File: src/rtl/sfir_pkg.sv
`timescale 1ns/1ps
package sfir_pkg;

  // Index width that never collapses to zero bits.
  function automatic int idx_w(input int n);
    return (n < 2) ? 1 : $clog2(n);
  endfunction

endpackage

File: src/rtl/sfir_coef_store.sv
`timescale 1ns/1ps
module sfir_coef_store #(
  parameter int COEF_W = 8,
  parameter int NBANK  = 2,
  parameter int BANK_W = 1
) (
  input  logic                     clk,
  input  logic                     rst,
  input  logic                     wr_en,
  input  logic [BANK_W-1:0]        wr_bank,
  input  logic signed [COEF_W-1:0] wr_data,
  input  logic [BANK_W-1:0]        rd_bank,
  output logic signed [COEF_W-1:0] rd_data
);

  logic signed [COEF_W-1:0] mem [NBANK];

  always_ff @(posedge clk) begin
    if (rst) begin
      for (int b = 0; b < NBANK; b++) mem[b] <= '0;
    end else if (wr_en) begin
      mem[wr_bank] <= wr_data;
    end
  end

  // Asynchronous read: a write at the same edge is seen by later samples only.
  assign rd_data = mem[rd_bank];

  for (genvar b = 0; b < NBANK; b++) begin : g_hold

    coef_hold_chk: assert property (@(posedge clk) disable iff (rst)
      !(wr_en && wr_bank == BANK_W'(b)) |=> $stable(mem[b]));
  end

endmodule

File: src/rtl/sfir_cell.sv
`timescale 1ns/1ps
module sfir_cell #(
  parameter int IDX    = 0,
  parameter int SAMP_W = 8,
  parameter int COEF_W = 8,
  parameter int ACC_W  = 20,
  parameter int NBANK  = 2,
  parameter int BANK_W = 1
) (
  input  logic                     clk,
  input  logic                     rst,
  input  logic                     take,
  input  logic signed [SAMP_W-1:0] smp_in,
  input  logic [BANK_W-1:0]        bank_sel,
  input  logic                     wr_en,
  input  logic [BANK_W-1:0]        wr_bank,
  input  logic signed [COEF_W-1:0] wr_data,
  output logic signed [SAMP_W-1:0] smp_out,
  input  logic signed [ACC_W-1:0]  psum_in,
  input  logic                     psum_in_vld,
  output logic signed [ACC_W-1:0]  psum_out,
  output logic                     psum_out_vld
);

  localparam int PROD_W = SAMP_W + COEF_W;

  logic signed [SAMP_W-1:0] smp_q;
  logic signed [COEF_W-1:0] coef;
  logic signed [PROD_W-1:0] prod_c, prod_q, dly_prod;
  logic                     prod_vld, dly_vld;
  logic signed [ACC_W-1:0]  prod_ext;

  // Sample register: hands the sample on to the next cell per accepted sample.
  always_ff @(posedge clk) begin
    if (rst)       smp_q <= '0;
    else if (take) smp_q <= smp_in;
  end
  assign smp_out = smp_q;

  sfir_coef_store #(
    .COEF_W (COEF_W),
    .NBANK  (NBANK),
    .BANK_W (BANK_W)
  ) u_coef (
    .clk     (clk),
    .rst     (rst),
    .wr_en   (wr_en),
    .wr_bank (wr_bank),
    .wr_data (wr_data),
    .rd_bank (bank_sel),
    .rd_data (coef)
  );

  // Multiply stage.
  assign prod_c = smp_in * coef;

  always_ff @(posedge clk) begin
    if (rst) begin
      prod_q   <= '0;
      prod_vld <= 1'b0;
    end else begin
      prod_vld <= take;
      if (take) prod_q <= prod_c;
    end
  end

  // Skew line: cell IDX waits IDX cycles so its product meets the partial sum.
  if (IDX == 0) begin : g_noskew
    assign dly_prod = prod_q;
    assign dly_vld  = prod_vld;
  end else begin : g_skew
    logic signed [PROD_W-1:0] sp [IDX];
    logic [IDX-1:0]           sv;

    always_ff @(posedge clk) begin
      if (rst) begin
        sv <= '0;
        for (int k = 0; k < IDX; k++) sp[k] <= '0;
      end else begin
        sv[0] <= prod_vld;
        sp[0] <= prod_q;
        for (int k = 1; k < IDX; k++) begin
          sv[k] <= sv[k-1];
          sp[k] <= sp[k-1];
        end
      end
    end
    assign dly_prod = sp[IDX-1];
    assign dly_vld  = sv[IDX-1];


    skew_align_chk: assert property (@(posedge clk) disable iff (rst)
      dly_vld == psum_in_vld);
  end

  // Add stage.
  assign prod_ext = $signed({{(ACC_W-PROD_W){dly_prod[PROD_W-1]}}, dly_prod});

  always_ff @(posedge clk) begin
    if (rst) begin
      psum_out     <= '0;
      psum_out_vld <= 1'b0;
    end else begin
      psum_out_vld <= dly_vld & psum_in_vld;
      if (dly_vld) psum_out <= psum_in + prod_ext;
    end
  end

endmodule

File: src/rtl/sfir_array.sv
`timescale 1ns/1ps
module sfir_array #(
  parameter int TAPS   = 3,
  parameter int SAMP_W = 8,
  parameter int COEF_W = 8,
  parameter int ACC_W  = 20,
  parameter int NBANK  = 2
) (
  input  logic                                       clk,
  input  logic                                       rst,
  input  logic                                       in_valid,
  input  logic signed [SAMP_W-1:0]                   in_data,
  input  logic [sfir_pkg::idx_w(NBANK)-1:0]          in_bank,
  input  logic                                       wl_en,
  input  logic [sfir_pkg::idx_w(TAPS)-1:0]           wl_tap,
  input  logic [sfir_pkg::idx_w(NBANK)-1:0]          wl_bank,
  input  logic signed [COEF_W-1:0]                   wl_data,
  output logic                                       out_valid,
  output logic signed [ACC_W-1:0]                    out_data
);

  localparam int BANK_W = sfir_pkg::idx_w(NBANK);
  localparam int TAP_W  = sfir_pkg::idx_w(TAPS);
  localparam int CNT_W  = $clog2(TAPS + 3);

  logic [TAPS-1:0][SAMP_W-1:0] hist;
  logic signed [ACC_W-1:0]     psum [TAPS];
  logic [TAPS-1:0]             psum_vld;

  for (genvar j = 0; j < TAPS; j++) begin : g_cell
    logic signed [SAMP_W-1:0] c_in;
    logic signed [ACC_W-1:0]  s_in;
    logic                     s_in_vld;
    logic                     c_wr;

    if (j == 0) begin : g_head
      assign c_in     = in_data;
      assign s_in     = '0;
      assign s_in_vld = 1'b1;
    end else begin : g_body
      assign c_in     = $signed(hist[j-1]);
      assign s_in     = psum[j-1];
      assign s_in_vld = psum_vld[j-1];
    end

    // Cell j sees x(n-j), which tap TAPS-1-j weights.
    assign c_wr = wl_en && (wl_tap == TAP_W'(TAPS - 1 - j));

    sfir_cell #(
      .IDX    (j),
      .SAMP_W (SAMP_W),
      .COEF_W (COEF_W),
      .ACC_W  (ACC_W),
      .NBANK  (NBANK),
      .BANK_W (BANK_W)
    ) u_cell (
      .clk          (clk),
      .rst          (rst),
      .take         (in_valid),
      .smp_in       (c_in),
      .bank_sel     (in_bank),
      .wr_en        (c_wr),
      .wr_bank      (wl_bank),
      .wr_data      (wl_data),
      .smp_out      (hist[j]),
      .psum_in      (s_in),
      .psum_in_vld  (s_in_vld),
      .psum_out     (psum[j]),
      .psum_out_vld (psum_vld[j])
    );
  end

  assign out_valid = psum_vld[TAPS-1];
  assign out_data  = psum[TAPS-1];

  // Checker state: results in flight and edges since reset.
  logic [CNT_W-1:0] inflight, since_rst;

  always_ff @(posedge clk) begin
    if (rst) begin
      inflight  <= '0;
      since_rst <= '0;
    end else begin
      inflight <= inflight + CNT_W'(in_valid) - CNT_W'(out_valid);
      if (since_rst != CNT_W'(TAPS + 1)) since_rst <= since_rst + 1'b1;
    end
  end


  inflight_bound_chk: assert property (@(posedge clk) disable iff (rst)
    inflight <= CNT_W'(TAPS + 1));


  out_has_src_chk: assert property (@(posedge clk) disable iff (rst)
    out_valid |-> inflight != '0);


  early_out_chk: assert property (@(posedge clk) disable iff (rst)
    out_valid |-> since_rst == CNT_W'(TAPS + 1));


  idle_hist_chk: assert property (@(posedge clk) disable iff (rst)
    !in_valid |=> $stable(hist));

endmodule

File: config.mk
export PLATFORM = sky130hd
export DESIGN_NAME = sfir_array
export DESIGN_NICKNAME = d
export VERILOG_FILES = /design/src/rtl/sfir_pkg.sv /design/src/rtl/sfir_coef_store.sv /design/src/rtl/sfir_cell.sv /design/src/rtl/sfir_array.sv
export SDC_FILE = /design/constraint.sdc
export NUM_CORES = 1
export LEC_CHECK = 0
export ABC_AREA = 0
export BUFFER_PORTS_ARGS = -buffer_cell sky130_fd_sc_hd__buf_4
export CORE_ASPECT_RATIO = 0.5
export CORE_UTILIZATION = 48
export CTS_BUF_LIST = sky130_fd_sc_hd__clkbuf_4 sky130_fd_sc_hd__clkbuf_8 sky130_fd_sc_hd__clkbuf_16
export CTS_CLUSTER_DIAMETER = 60
export DETAILED_ROUTE_END_ITERATION = 10
export SLEW_MARGIN = 20
export SYNTH_ARGS = -nofsm -noshare
export SYNTH_HDL_FRONTEND = slang
export SYNTH_SLANG_ARGS = --single-unit
export TNS_END_PERCENT = 5
File: constraint.sdc
create_clock -name clk -period 6.6 [get_ports clk]
set_clock_uncertainty 0.05 [all_clocks]
set_input_delay 0.99 -clock clk [delete_from_list [all_inputs] [get_ports clk]]
set_output_delay 0.99 -clock clk [all_outputs]
set_load 0.005 [all_outputs]
; After elaboration in Yosys (flattened, before gate mapping)
; Memory sizes are Yosys's and may differ from the RTL's.
; Cells that the tools add are included.
[word_totals]
register_bits = 126
ram_bits = 96
input_bits = 24
output_inout_bits = 21
word_cells = 61
mem_count = 5
[op_classes]
addsub = 2
mul = 3
eq_ne = 2
muxes = 25
n_bitwise = 3
n_reduce_logical = 8
[mem_list]
columns = name, words, word_bits, rd, rd_clocked_by_memory_dff, wr, line_no
row1 = g_cell[2].u_cell.g_skew.sp, 2, 16, 2, 0, 2, sfir_cell.sv:72  ; logic signed [PROD_W-1:0] sp [IDX];
row2 = g_cell[0].u_cell.u_coef.mem, 2, 8, 1, 0, 2, sfir_coef_store.sv:16  ; logic signed [COEF_W-1:0] mem [NBANK];
row3 = g_cell[1].u_cell.g_skew.sp, 1, 16, 1, 0, 1, sfir_cell.sv:72
row4 = g_cell[1].u_cell.u_coef.mem, 2, 8, 1, 0, 2, sfir_coef_store.sv:16
row5 = g_cell[2].u_cell.u_coef.mem, 2, 8, 1, 0, 2, sfir_coef_store.sv:16
[ops]
columns = op, count
row1 = $mul 8x8->16, 3
row2 = $mux 16, 3
row3 = $mux 8, 3
row4 = $reduce_or 8->1, 3
row5 = $add 20x16->20, 1
row6 = $mux 1, 19
row7 = $add 16x16->17, 1
row8 = $reduce_or 16->1, 1
row9 = $logic_and 1x1->1, 3
row10 = $eq 2x1->1 const B, 1
row11 = $eq 2x2->1 const B, 1
row12 = $logic_not 2->1, 1
row13 = $or 1x1->1, 2
row14 = $and 1x1->1, 1

; Longest topological paths before layout
; Gate-level depths: netlist of the first run.
[depth]
ltp_word = 7
ltp_mapped = 19
mapped_depth_nobuf = 17

; By module
; Synthesis of the first run repeated with hierarchy kept, for this count alone.
[unflattened]
hier_cells = 2004
area_unflattened_um2 = 18788.0
[modules_own_cells]
columns = mod, n_inst, cells_per_inst, area_each_um2, seq_area_each_um2
row1 = sfir_cell at g_cell[2].u_cell, 1, 665, 6052.1, 1601.5
row2 = sfir_cell at g_cell[1].u_cell, 1, 626, 5537.8, 1261.2
row3 = sfir_cell at g_cell[0].u_cell, 1, 567, 4972.3, 920.9
row4 = sfir_coef_store, 3, 47, 729.4, 480.5
row5 = sfir_array, 1, 5, 37.5, 0.0

; Least setup slack after synthesis of the first run
; OpenSTA, ideal clock, no wires.
[synth_timing]
path_type = input-to-reg
from = in in_bank
to = reg g_cell[2].u_cell.prod_q[15]
setup_time_ns = 0.133
arrival_ns = 5.536
required_time_ns = 6.417
slack_ns = 0.881
cell_stages = 19
path_buffers = 2
path_cell_list = clkbuf_1 -> buf_2 -> mux2i_1 -> nor2b_1 -> fa_1 -> inv_1 -> fa_1 -> inv_1 -> fa_1 -> inv_1 -> fa_1 -> inv_1 -> ha_1 -> o21ai_0 -> o21a_1 -> o31a_1 -> nor3_1 -> xnor2_1 -> a2bb2oi_1
[synth_via]
elab_chain_cells = 2
[synth_lines]
columns = element, line_no
row1 = start: declaration, sfir_array.sv:13  ; input logic [sfir_pkg::idx_w(NBANK)-1:0] in_bank,
row2 = $mem_v2 2x8, -
row3 = $mul 8x8->16, sfir_cell.sv:55  ; assign prod_c = smp_in * coef;
row4 = end signal: assignment, sfir_cell.sv:63  ; if (take) prod_q <= prod_c;
row5 = end: declaration, sfir_cell.sv:29  ; logic signed [PROD_W-1:0] prod_c, prod_q, dly_prod;
; Every way passes these cells.
; A chain may end at the register's enable or synchronous reset.

; Worst setup path in the final report of the first run
[layout_timing]
from = in in_bank
to = reg g_cell[0].u_cell.prod_q[13]
[layout_via]
elab_chain_cells = 2
[layout_lines]
columns = element, line_no
row1 = $mem_v2 2x8, -
row2 = $mul 8x8->16, sfir_cell.sv:55
row3 = end signal: assignment, sfir_cell.sv:63
row4 = end: declaration, sfir_cell.sv:29
; Every way passes these cells.

==> impl_metrics.env, run 1 <==
export IMPL_drt_wl_total_um=38190
export IMPL_min_period_ps=5514
export IMPL_critPathSlowestCell="mux2i_1"
export IMPL_synth_area_leaders="dfxtp_1, fa_1, ha_1"
export IMPL_critPathKind="primary input to flop"
export IMPL_syn_nets=2046
export IMPL_grt_ovfl_total=0
export IMPL_cp_max_fo=24
export IMPL_yosysSeqAreaShare=0.2895
export IMPL_antenna_found_initial=1
export IMPL_rows=47
export IMPL_dpl_cell_area_um2=17470
export IMPL_leakagePower_nw=8.154
export IMPL_port_buffers=44
export IMPL_worst_pin_slew_ps=967.9
export IMPL_netlist_instances=1735
export IMPL_powerDensity_nw_per_um2=279.7
export IMPL_cts_root_buffer="clkbuf_16"
export IMPL_nets=2072
export IMPL_ys_seq_elements=217
export IMPL_hp_class="flop to flop"
export IMPL_crit_path_start_kind="primary input"
export IMPL_ant_nets=0
export IMPL_viasPerCell=5.213
export IMPL_grt_pass1_wl_um=63150
export IMPL_synth_distinct_cells=76
export IMPL_final_cell_mix="inv_1, dfxtp_1, fa_1"
export IMPL_clock_sinks=217
export IMPL_drive_gt1_frac=0.07545
export IMPL_final_area_um2=18200
export IMPL_fin_crit_sh=0.8354
export IMPL_start_util=0.4955
export IMPL_dp_hpwl_um=30400
export IMPL_cpPeakStageDelay_ps=750
export IMPL_synth_top_area_cell="dfxtp_1"
export IMPL_die_y_um=133.8
export IMPL_status="finished clean"
export IMPL_synth_edf_count=48
export IMPL_slew_headroom=0.3538
export IMPL_core_area_um2=33640
export IMPL_syn2layout_area_growth_pct=9.166
export IMPL_drv_slew=0
export IMPL_die_area_um2=35520
export IMPL_holdWs_ps=388.8
export IMPL_setup_violations=0
export IMPL_synth_top_flop_cell="dfxtp_1"
export IMPL_max_cap_violations=0
export IMPL_io_pins=45
export IMPL_grt_pass1_vias=11710
export IMPL_wl_per_cell_um=17.04
export IMPL_hold_viol=0
export IMPL_fin_ws_ps=1086
export IMPL_ir_drop_mv=0.2153
export IMPL_layout_commonest_cell="inv_1"
export IMPL_antenna_cells=0
export IMPL_grt_use_total=0.2240
export IMPL_avgSynthCellArea_um2=9.606
export IMPL_dr_pass1_iters=5
export IMPL_arrival_ps=5890
export IMPL_cp_cell_sequence="buf_4 > mux2i_1 > nor2b_1 > fa_1 > fa_1 > fa_1 > inv_1 > fa_1 > inv_1 > ha_1 > o21ai_0 > a21oi_1 > nand3_1 > a21boi_1 > xnor2_1 > a211oi_1"
export IMPL_cp_end_kind="flop"
export IMPL_insertion_delay_ps=520
export IMPL_synth_top_area_frac=0.2030
export IMPL_cts_htree_levels=1
export IMPL_grt_max_degree=75
export IMPL_clkTransAtPathRegs_ps=60
export IMPL_die_w_um=265.5
export IMPL_async_reset_ff_frac=0
export IMPL_dr_total_vias=11680
export IMPL_drc_errors=0
export IMPL_ctsResizeCount=0
export IMPL_fmax_ghz=0.1814
export IMPL_rsz0062_at_grt="no"
export IMPL_synth_cell_area_um2=16670
export IMPL_dr_first_iter_drc_count=700
export IMPL_cts_buffer_depth=3
export IMPL_hold_buffers=0
export IMPL_gp_congestion=0.8656
export IMPL_yosysWarnings=0
export IMPL_postCtsSetupBuffers=0
export IMPL_pre_cts_slack_ps=609.3
export IMPL_cts_tree="built"
export IMPL_cp_required_ps=6980
export IMPL_numCtsBuffers=21
export IMPL_cp_common_cell="fa_1"
export IMPL_setup_tns_ps=0
## state kept, by name, summed over array words and instances, names as in the netlist
register                    flops
g_cell.u_cell.u_coef.mem       48
g_cell.u_cell.psum_out         53
g_cell.u_cell.g_skew.sp        48
g_cell.u_cell.prod_q           32
g_cell.u_cell.dly_prod         16
g_cell.u_cell.smp_out          16
g_cell.u_cell.g_skew.sv         2
g_cell.u_cell.psum_out_vld      1
g_cell.u_cell.prod_vld          1
## cell families (layout without fill, tap and decap cells)
| family | count (synthesis) | in the layout | share of synthesized area |
|---|---|---|---|
| XOR/XNOR | 46 | 46 | 0.02417 |
| adder cells (fa/ha/maj) | 287 | 287 | 0.2907 |
| flip-flops | 217 | 217 | 0.2895 |
| multiplexers | 85 | 85 | 0.05195 |
| AO/OA/AOI/OAI | 234 | 234 | 0.09902 |
| AND/OR/NAND/NOR | 552 | 552 | 0.1736 |
| buffers and inverters | 314 | 355 | 0.07109 |
## per-stage QoR
step,power [W],utilization,std cells
after floorplan,0.003123,-,1735
after global placement,0.003734,0.5194,2203
after detailed placement,0.003786,0.5194,2203
after CTS,0.005080,0.5409,2241
after global routing,0.005456,0.5409,2241
final,0.005088,0.5409,2241
## synth_stat cells, types with 9 or more instances
cell and number:
nand3_1 23, or3_1 11, mux2_2 12, a21oi_1 48, buf_1 16, nor2_1 129, nand2_1 87, ha_1 120
nor2b_1 130, nand2b_1 11, mux2i_1 73, a21o_1 15, dfxtp_1 169, nor3_1 22, a211oi_1 26, clkbuf_1 34
edfxtp_1 48, o21ai_0 43, or2_2 9, o21a_1 11, inv_1 258, xnor2_1 40, and2_1 99, fa_1 167
## path summary, 6_finish.rpt
path | from | to | slack [ps] | cells after the start
worst max-delay path | in_bank | g_cell[0].u_cell.dly_prod[13] | 1090 | 16
worst min-delay path | g_cell[2].u_cell.g_skew.sp[0][6] | g_cell[2].u_cell.g_skew.sp[0][22] | 390 | 1
worst max register to register | g_cell[0].u_cell.u_coef.mem[1][6] | g_cell[0].u_cell.dly_prod[13] | 1630 | 15
worst min register to register | g_cell[2].u_cell.g_skew.sp[0][6] | g_cell[2].u_cell.g_skew.sp[0][22] | 390 | 1
## cell type report
| class | count | area, µm² |
|---|---|---|
| Fill cell | 3100 | 15440 |
| Multi-Input combinational cell | 1204 | 10660 |
| Sequential cell | 217 | 4826 |
| Inverter | 259 | 972.2 |
| Clock buffer | 28 | 614.3 |
| Tap cell | 465 | 581.8 |
| Timing Repair Buffer | 58 | 435.4 |
| Clock inverter | 10 | 107.6 |
## critical path: cells and delay by family
family                     cells  cell delay, ps
AOI/OAI and AO/OA              4             900
buffers and inverters          3             430
adders and majority gates      5            2380
muxes                          1             750
and+or+nand+nor                2             360
xor gates and xnor gates       1             100
## report_power, final
group	switching, W	leakage (nW)	total, W	internal, W
logic	0.00133	5.95	0.00225	0.000918
registers	0.0000808	1.84	0.00156	0.00148
clock network	0.000536	0.367	0.00127	0.000738
total	0.00195	8.15	0.00509	0.00314
## metal layers
layer  routed length [µm]  vias to the layer above  GRT usage
li1                     -                     5742          -
met1                19840                     5670     0.3436
met2                15620                      239     0.3239
met3                 2216                       32    0.04935
met4                  522                        0    0.03789
met5                    0                        -          0
Power figures use the tool's default switching activity.
==> run 2: changes to the inputs <==
- PLACE_DENSITY: unset -> 0.66
- clock period: 6.6 -> 4.4 ns (I/O delays scaled with it)
==> impl_metrics.env, run 2 (synthesis results as in run 1) <==
export IMPL_cp_required_ps=4830
export IMPL_worst_pin_slew_ps=987.6
export IMPL_dr_pass1_iters=5
export IMPL_critPathKind="primary input to flop"
export IMPL_max_cap_violations=0
export IMPL_violations="negative setup slack"
export IMPL_r2r_setup_slack_ps=-50
export IMPL_clkTransAtPathRegs_ps=70
export IMPL_dr_total_vias=12060
export IMPL_rows=47
export IMPL_port_buffers=44
export IMPL_setup_violations=10
export IMPL_min_period_ps=4492
export IMPL_clkPwrFrac=0.230
export IMPL_antenna_cells=0
export IMPL_fin_ws_ps=-91.57
export IMPL_cts_htree_levels=1
export IMPL_r2r_start="g_cell[2].u_cell.u_coef.mem[0][2]"
export IMPL_arrival_ps=4920
export IMPL_switching_share=0.3693
export IMPL_r2r_cells=17
export IMPL_grt_pass1_vias=11830
export IMPL_drc_errors=0
export IMPL_drive_gt1_frac=0.1803
export IMPL_antenna_found_initial=0
export IMPL_gp_congestion=0.8563
export IMPL_powerDensity_nw_per_um2=433.6
export IMPL_dpl_cell_area_um2=18770
export IMPL_largest_reg_flops=53
export IMPL_cts_buffer_depth=3
export IMPL_cts_root_buffer="clkbuf_16"
export IMPL_largest_register="g_cell.u_cell.psum_out"
export IMPL_nets=2225
export IMPL_numCtsBuffers=22
export IMPL_final_cell_mix="inv_1, buf_4, dfxtp_1"
export IMPL_drt_wl_total_um=37210
export IMPL_rsz0062_at_grt="yes"
export IMPL_p_int_w=0.005448
export IMPL_cts_tree="built"
export IMPL_slew_headroom=0.3407
export IMPL_final_core_util=0.5923
export IMPL_min_from="g_cell[2].u_cell.g_skew.sp[0][4]"
export IMPL_power_w=0.008638
export IMPL_layout_commonest_cell="inv_1"
export IMPL_die_y_um=133.8
export IMPL_ant_nets=0
export IMPL_power_frac_comb=0.499
export IMPL_final_area_um2=19920
export IMPL_dr_first_iter_drc_count=620
export IMPL_insertion_delay_ps=530
export IMPL_io_pins=45
export IMPL_start_util=0.4955
export IMPL_ir_drop_mv=0.3158
export IMPL_fmax_ghz=0.2226
export IMPL_seq_power_share=0.271
export IMPL_fin_crit_sh=1.021
export IMPL_grt_use_total=0.2162
export IMPL_status="complete, but fails checks"
export IMPL_core_area_um2=33640
export IMPL_cp_max_fo=6
export IMPL_worstHoldEndpoint="g_cell[2].u_cell.g_skew.sp[0][20]"
export IMPL_hp_class="flop to flop"
export IMPL_grt_pass1_wl_um=61850
export IMPL_viasPerCell=5.034
export IMPL_grt_ovfl_total=0
export IMPL_largest_registers="g_cell.u_cell.psum_out: 53 flops, g_cell.u_cell.u_coef.mem: 48 flops, g_cell.u_cell.g_skew.sp: 48 flops"
export IMPL_p_sw_w=0.003189
export IMPL_drv_slew=0
export IMPL_crit_path_start_kind="primary input"
export IMPL_dp_hpwl_um=29230
export IMPL_hold_viol=0
export IMPL_syn2layout_area_growth_pct=19.53
export IMPL_clock_sinks=217
export IMPL_die_area_um2=35520
export IMPL_hold_depth=1
export IMPL_die_w_um=265.5
export IMPL_cp_end_kind="flop"
export IMPL_reg2reg_to="g_cell[2].u_cell.prod_q[15]"
export IMPL_wl_per_cell_um=15.54
export IMPL_leakagePower_nw=9.008
export IMPL_grt_max_degree=125
-- run 2: cell count changes in the layout (fill, tap and decap cells not counted), sizes merged --
| cell | delta |
|---|---|
| buf | +152 |
| inv | +2 |
| clkbuf | -1 |
| clkinvlp | +1 |
-- run 2: through the flow --
| stage | hold WS [ps] | setup slack [ps] | TNS, ps | cells |
|---|---|---|---|---|
| after floorplan | 355.1 | -493.0 | -9040 | 1735 |
| after global placement | 372.5 | -676.8 | -15410 | 2347 |
| after detailed placement | 372.6 | -738.2 | -16850 | 2347 |
| after CTS | 367.7 | -40.05 | -148.4 | 2393 |
| after global routing | 393.4 | -271.7 | -3823 | 2395 |
| final | 387.5 | -91.57 | -459.9 | 2395 |
-- run 2: what timing repair did --
item,4_1_cts,5_1_grt
resized for setup,47,31
hold buffers,0,0
buffers inserted,6,2
pin swaps,24,12
setup endpoints to repair,21,23
-- run 2: power by group through the flow --
stage / Combinational (W) / Clock (W) / Sequential, W
after CTS: 0.00415 / 0.00204 / 0.00234
after global routing: 0.00477 / 0.00211 / 0.00236
after global placement: 0.00375 / 0 / 0.00238
final: 0.00431 / 0.00199 / 0.00234
after detailed placement: 0.00381 / 0 / 0.00238
after floorplan: 0.00245 / 0 / 0.00232
-- run 2: layout make-up --
| type | count | area [µm²] |
|---|---|---|
| Fill cell | 2886 | 13710 |
| Multi-Input combinational cell | 1204 | 11100 |
| Sequential cell | 217 | 4825 |
| Timing Repair Buffer | 210 | 1677 |
| Inverter | 259 | 972.2 |
| Clock buffer | 27 | 613.1 |
| Tap cell | 465 | 581.8 |
| Clock inverter | 13 | 153.9 |
-- run 2: routing by layer --
layer,global-route usage,part of all wire,up-vias
met2,0.3214,0.41,239
met5,0,0,-
met3,0.04067,0.053,40
met1,0.3278,0.52,5721
li1,-,-,6057
met4,0.03918,0.014,0
-- run 2: critical path, stage by stage --
cell,delay (ps)
buf_6,110
buf_12,130
buf_12,140
mux2i_1,120
buf_4,170
buf_12,130
nor2b_1,150
fa_1,450
fa_1,470
fa_1,500
inv_1,50
fa_1,470
inv_1,60
ha_2,350
o21ai_0,100
a21oi_2,200
buf_4,140
o2111ai_1,140
a311o_1,300
nand3_1,80
-- run 2: worst max-delay path by stage --
stage,startpoint,to,depth (start not counted)
3_5_place_dp,in_bank,g_cell[0].u_cell.dly_prod[15],20
3_3_place_gp,in_bank,g_cell[1].u_cell.prod_q[8],20
6_report,in_bank,g_cell[0].u_cell.dly_prod[14],20
4_1_cts,g_cell[2].u_cell.u_coef.mem[0][2],g_cell[2].u_cell.prod_q[15],17
2_1_floorplan,in_bank,g_cell[1].u_cell.prod_q[14],19
5_1_grt,in_bank,g_cell[0].u_cell.dly_prod[15],20
==> run 3: changes to the inputs <==
- ABC_AREA: 0 -> 1
==> impl_metrics.env, run 3 <==
export IMPL_status="finished clean"
export IMPL_dpl_cell_count=2734
export IMPL_synth_top_flop_cell="dfxtp_1"
export IMPL_nets=2615
export IMPL_antenna_found_initial=1
export IMPL_synth_distinct_cells=40
export IMPL_async_reset_ff_frac=0
export IMPL_synth_cell_area_um2=16660
export IMPL_clkTransAtPathRegs_ps=70
export IMPL_grt_pass1_wl_um=64850
export IMPL_pre_cts_slack_ps=-657.5
export IMPL_crit_path_start_kind="primary input"
export IMPL_die_y_um=133.7
export IMPL_holdWs_ps=349.7
export IMPL_ir_drop_mv=0.5417
export IMPL_die_area_um2=35500
export IMPL_worst_pin_slew_ps=963.2
export IMPL_largest_reg_flops=53
export IMPL_fin_ws_ps=75.56
export IMPL_syn_nets=2434
export IMPL_dp_hpwl_um=31220
export IMPL_insertion_delay_ps=550
export IMPL_antenna_cells=0
export IMPL_die_w_um=265.5
export IMPL_drv_slew=0
export IMPL_numCtsBuffers=23
export IMPL_avgSynthCellArea_um2=7.847
export IMPL_cts_buffer_depth=3
export IMPL_min_from="g_cell[2].u_cell.g_skew.sp[0][7]"
export IMPL_hold_viol=0
export IMPL_grt_ovfl_total=0
export IMPL_cp_max_fo=7
export IMPL_r2r_start="g_cell[1].u_cell.u_coef.mem[0][6]"
export IMPL_largest_registers="g_cell.u_cell.psum_out: 53 flops, g_cell.u_cell.u_coef.mem: 48 flops, g_cell.u_cell.g_skew.sp: 48 flops"
export IMPL_io_pins=45
export IMPL_cts_root_buffer="clkbuf_16"
export IMPL_cp_end_kind="flop"
export IMPL_dr_pass1_iters=5
export IMPL_ant_nets=0
export IMPL_critPathKind="primary input to flop"
export IMPL_cp_cell_sequence="buf_12 > buf_12 > mux2i_4 > buf_6 > nor2_1 > fa_1 > inv_1 > fa_1 > fa_1 > inv_1 > fa_1 > ha_1 > buf_4 > nand2_1 > inv_1 > a21oi_2 > nand3_2 > inv_1 > nand2_1 > nand2_2 > a21oi_1"
export IMPL_clock_sinks=217
export IMPL_hold_buffers=0
export IMPL_synth_area_leaders="dfxtp_1, fa_1, inv_1"
export IMPL_cp_required_ps=4760
export IMPL_path_delay_family="adder cells"
export IMPL_cpPeakStageDelay_ps=550
export IMPL_yosysSeqAreaShare=0.2896
export IMPL_final_cell_mix="inv_1, nor2_1, nand2_1"
export IMPL_synthTopCellsByCount="inv_1, nor2_1, nand2_1"
export IMPL_instances_no_fill=2786
export IMPL_grt_pass1_vias=12800
export IMPL_cp_num_buf_inv=8
export IMPL_rsz0062_at_grt="yes"
export IMPL_dr_first_iter_drc_count=963
export IMPL_drc_errors=0
export IMPL_wl_per_cell_um=14.18
export IMPL_drive_gt1_frac=0.1642
export IMPL_grt_use_total=0.2268
export IMPL_leakagePower_nw=10.22
export IMPL_setup_violations=0
export IMPL_netlist_instances=2123
export IMPL_hp_class="flop to flop"
export IMPL_crit_start="in_bank"
export IMPL_syn2layout_area_growth_pct=21.75
export IMPL_fillCellCount=3026
export IMPL_rows=47
export IMPL_slew_headroom=0.3570
export IMPL_cts_tree="built"
export IMPL_start_util=0.4961
export IMPL_fmax_ghz=0.2312
export IMPL_yosysWarnings=0
export IMPL_yosysMostFrequentCell="inv_1"
export IMPL_dr_total_vias=13570
export IMPL_largest_register="g_cell.u_cell.psum_out"
export IMPL_viasPerCell=4.870
export IMPL_min_period_ps=4324
export IMPL_synth_edf_count=48
export IMPL_grt_max_degree=57
export IMPL_ys_seq_elements=217
export IMPL_drt_wl_total_um=39510
export IMPL_port_buffers=44
export IMPL_core_area_um2=33580
export IMPL_powerDensity_nw_per_um2=544.5
export IMPL_critPathSlowestCell="fa_1"
export IMPL_layout_commonest_cell="inv_1"
export IMPL_cts_htree_levels=1
export IMPL_arrival_ps=4690
export IMPL_fin_crit_sh=0.9828
export IMPL_max_cap_violations=0
export IMPL_gp_congestion=0.8905
export IMPL_synth_top_area_cell="dfxtp_1"
export IMPL_synth_top_area_frac=0.2031
[run 3: changes by cell type in the layout (fill, tap and decap cells not counted), sizes merged, moves of 15 or more]
cell / before / now
mux2i: 73 / 10
nor3: 22 / 6
xor2: 6 / 21
nor2b: 130 / 0
nand2: 87 / 275
nand3: 23 / 82
inv: 262 / 498
a21oi: 51 / 105
o21ai: 47 / 112
xnor2: 40 / 21
and2: 99 / 0
a211oi: 29 / 0
nor2: 129 / 382
[run 3: routing by layer]
layer / vias to the layer above / track usage / wire, µm
li1: 6859 / - / -
met4: 0 / 0.03468 / 489
met3: 36 / 0.03179 / 2383
met5: - / 0 / 0
met1: 6336 / 0.3593 / 20670
met2: 338 / 0.3294 / 15970
[run 3: stage by stage]
stage | power [W] | util | setup TNS [ps] | cell area (µm²)
detailed placement | 0.008071 | 0.5620 | -14050 | 18870
global route | 0.01195 | 0.6040 | -641.4 | 20280
global placement | 0.008035 | 0.5620 | -12840 | 18870
floorplan | 0.006060 | - | -1359 | 17090
finish | 0.01104 | 0.6040 | 0 | 20280
CTS | 0.01044 | 0.5898 | -3.306 | 19810
[run 3: report_power, final]
part	total, W	switching [W]	internal, W	leakage [nW]
clock	0.00230	0.000899	0.00140	0.447
combinational	0.00634	0.00353	0.00281	7.92
sequential	0.00241	0.000113	0.00229	1.85
total	0.0110	0.00454	0.00650	10.2
[run 3: cells by family (layout without fill, tap and decap cells)]
family,after synthesis,in the layout,synth area share
simple gates,768,768,0.1842
buf+inv,537,735,0.1221
fa+ha+maj,287,287,0.2908
compound gates,262,262,0.08525
flops,217,217,0.2896
xor+xnor,42,42,0.02208
mux,10,10,0.006009
[run 3: path summary, 6_finish.rpt]
check,to,slack [ps],cells past startpoint
worst max-delay path,g_cell[1].u_cell.prod_q[15],80,21
worst min-delay path,g_cell[2].u_cell.g_skew.sp[0][23],350,2
worst max register to register,g_cell[1].u_cell.prod_q[15],130,19
worst min register to register,g_cell[2].u_cell.g_skew.sp[0][23],350,2
[run 3: tightest hold or removal path, cell delays in order, from the launching register on]
cell and delay (ps):
dfxtp_1 300, inv_1 40, nor2_1 30
[run 3: cell type report]
class	count	area, µm²	area share
Timing Repair Buffer	197	1598	0.07878
Multi-Input combinational cell	1369	10500	0.5179
Tap cell	465	581.8	0.02869
Clock buffer	29	669.4	0.03300
Sequential cell	217	4825	0.2379
Inverter	496	1862	0.09180
Clock inverter	13	242.7	0.01197
[run 3: repair_timing]
action,in CTS,in global routing
gates cloned,0,1
endpoints found under the setup margin,7,24
gates resized for setup,5,93
buffers inserted,0,9
pin swaps,0,34
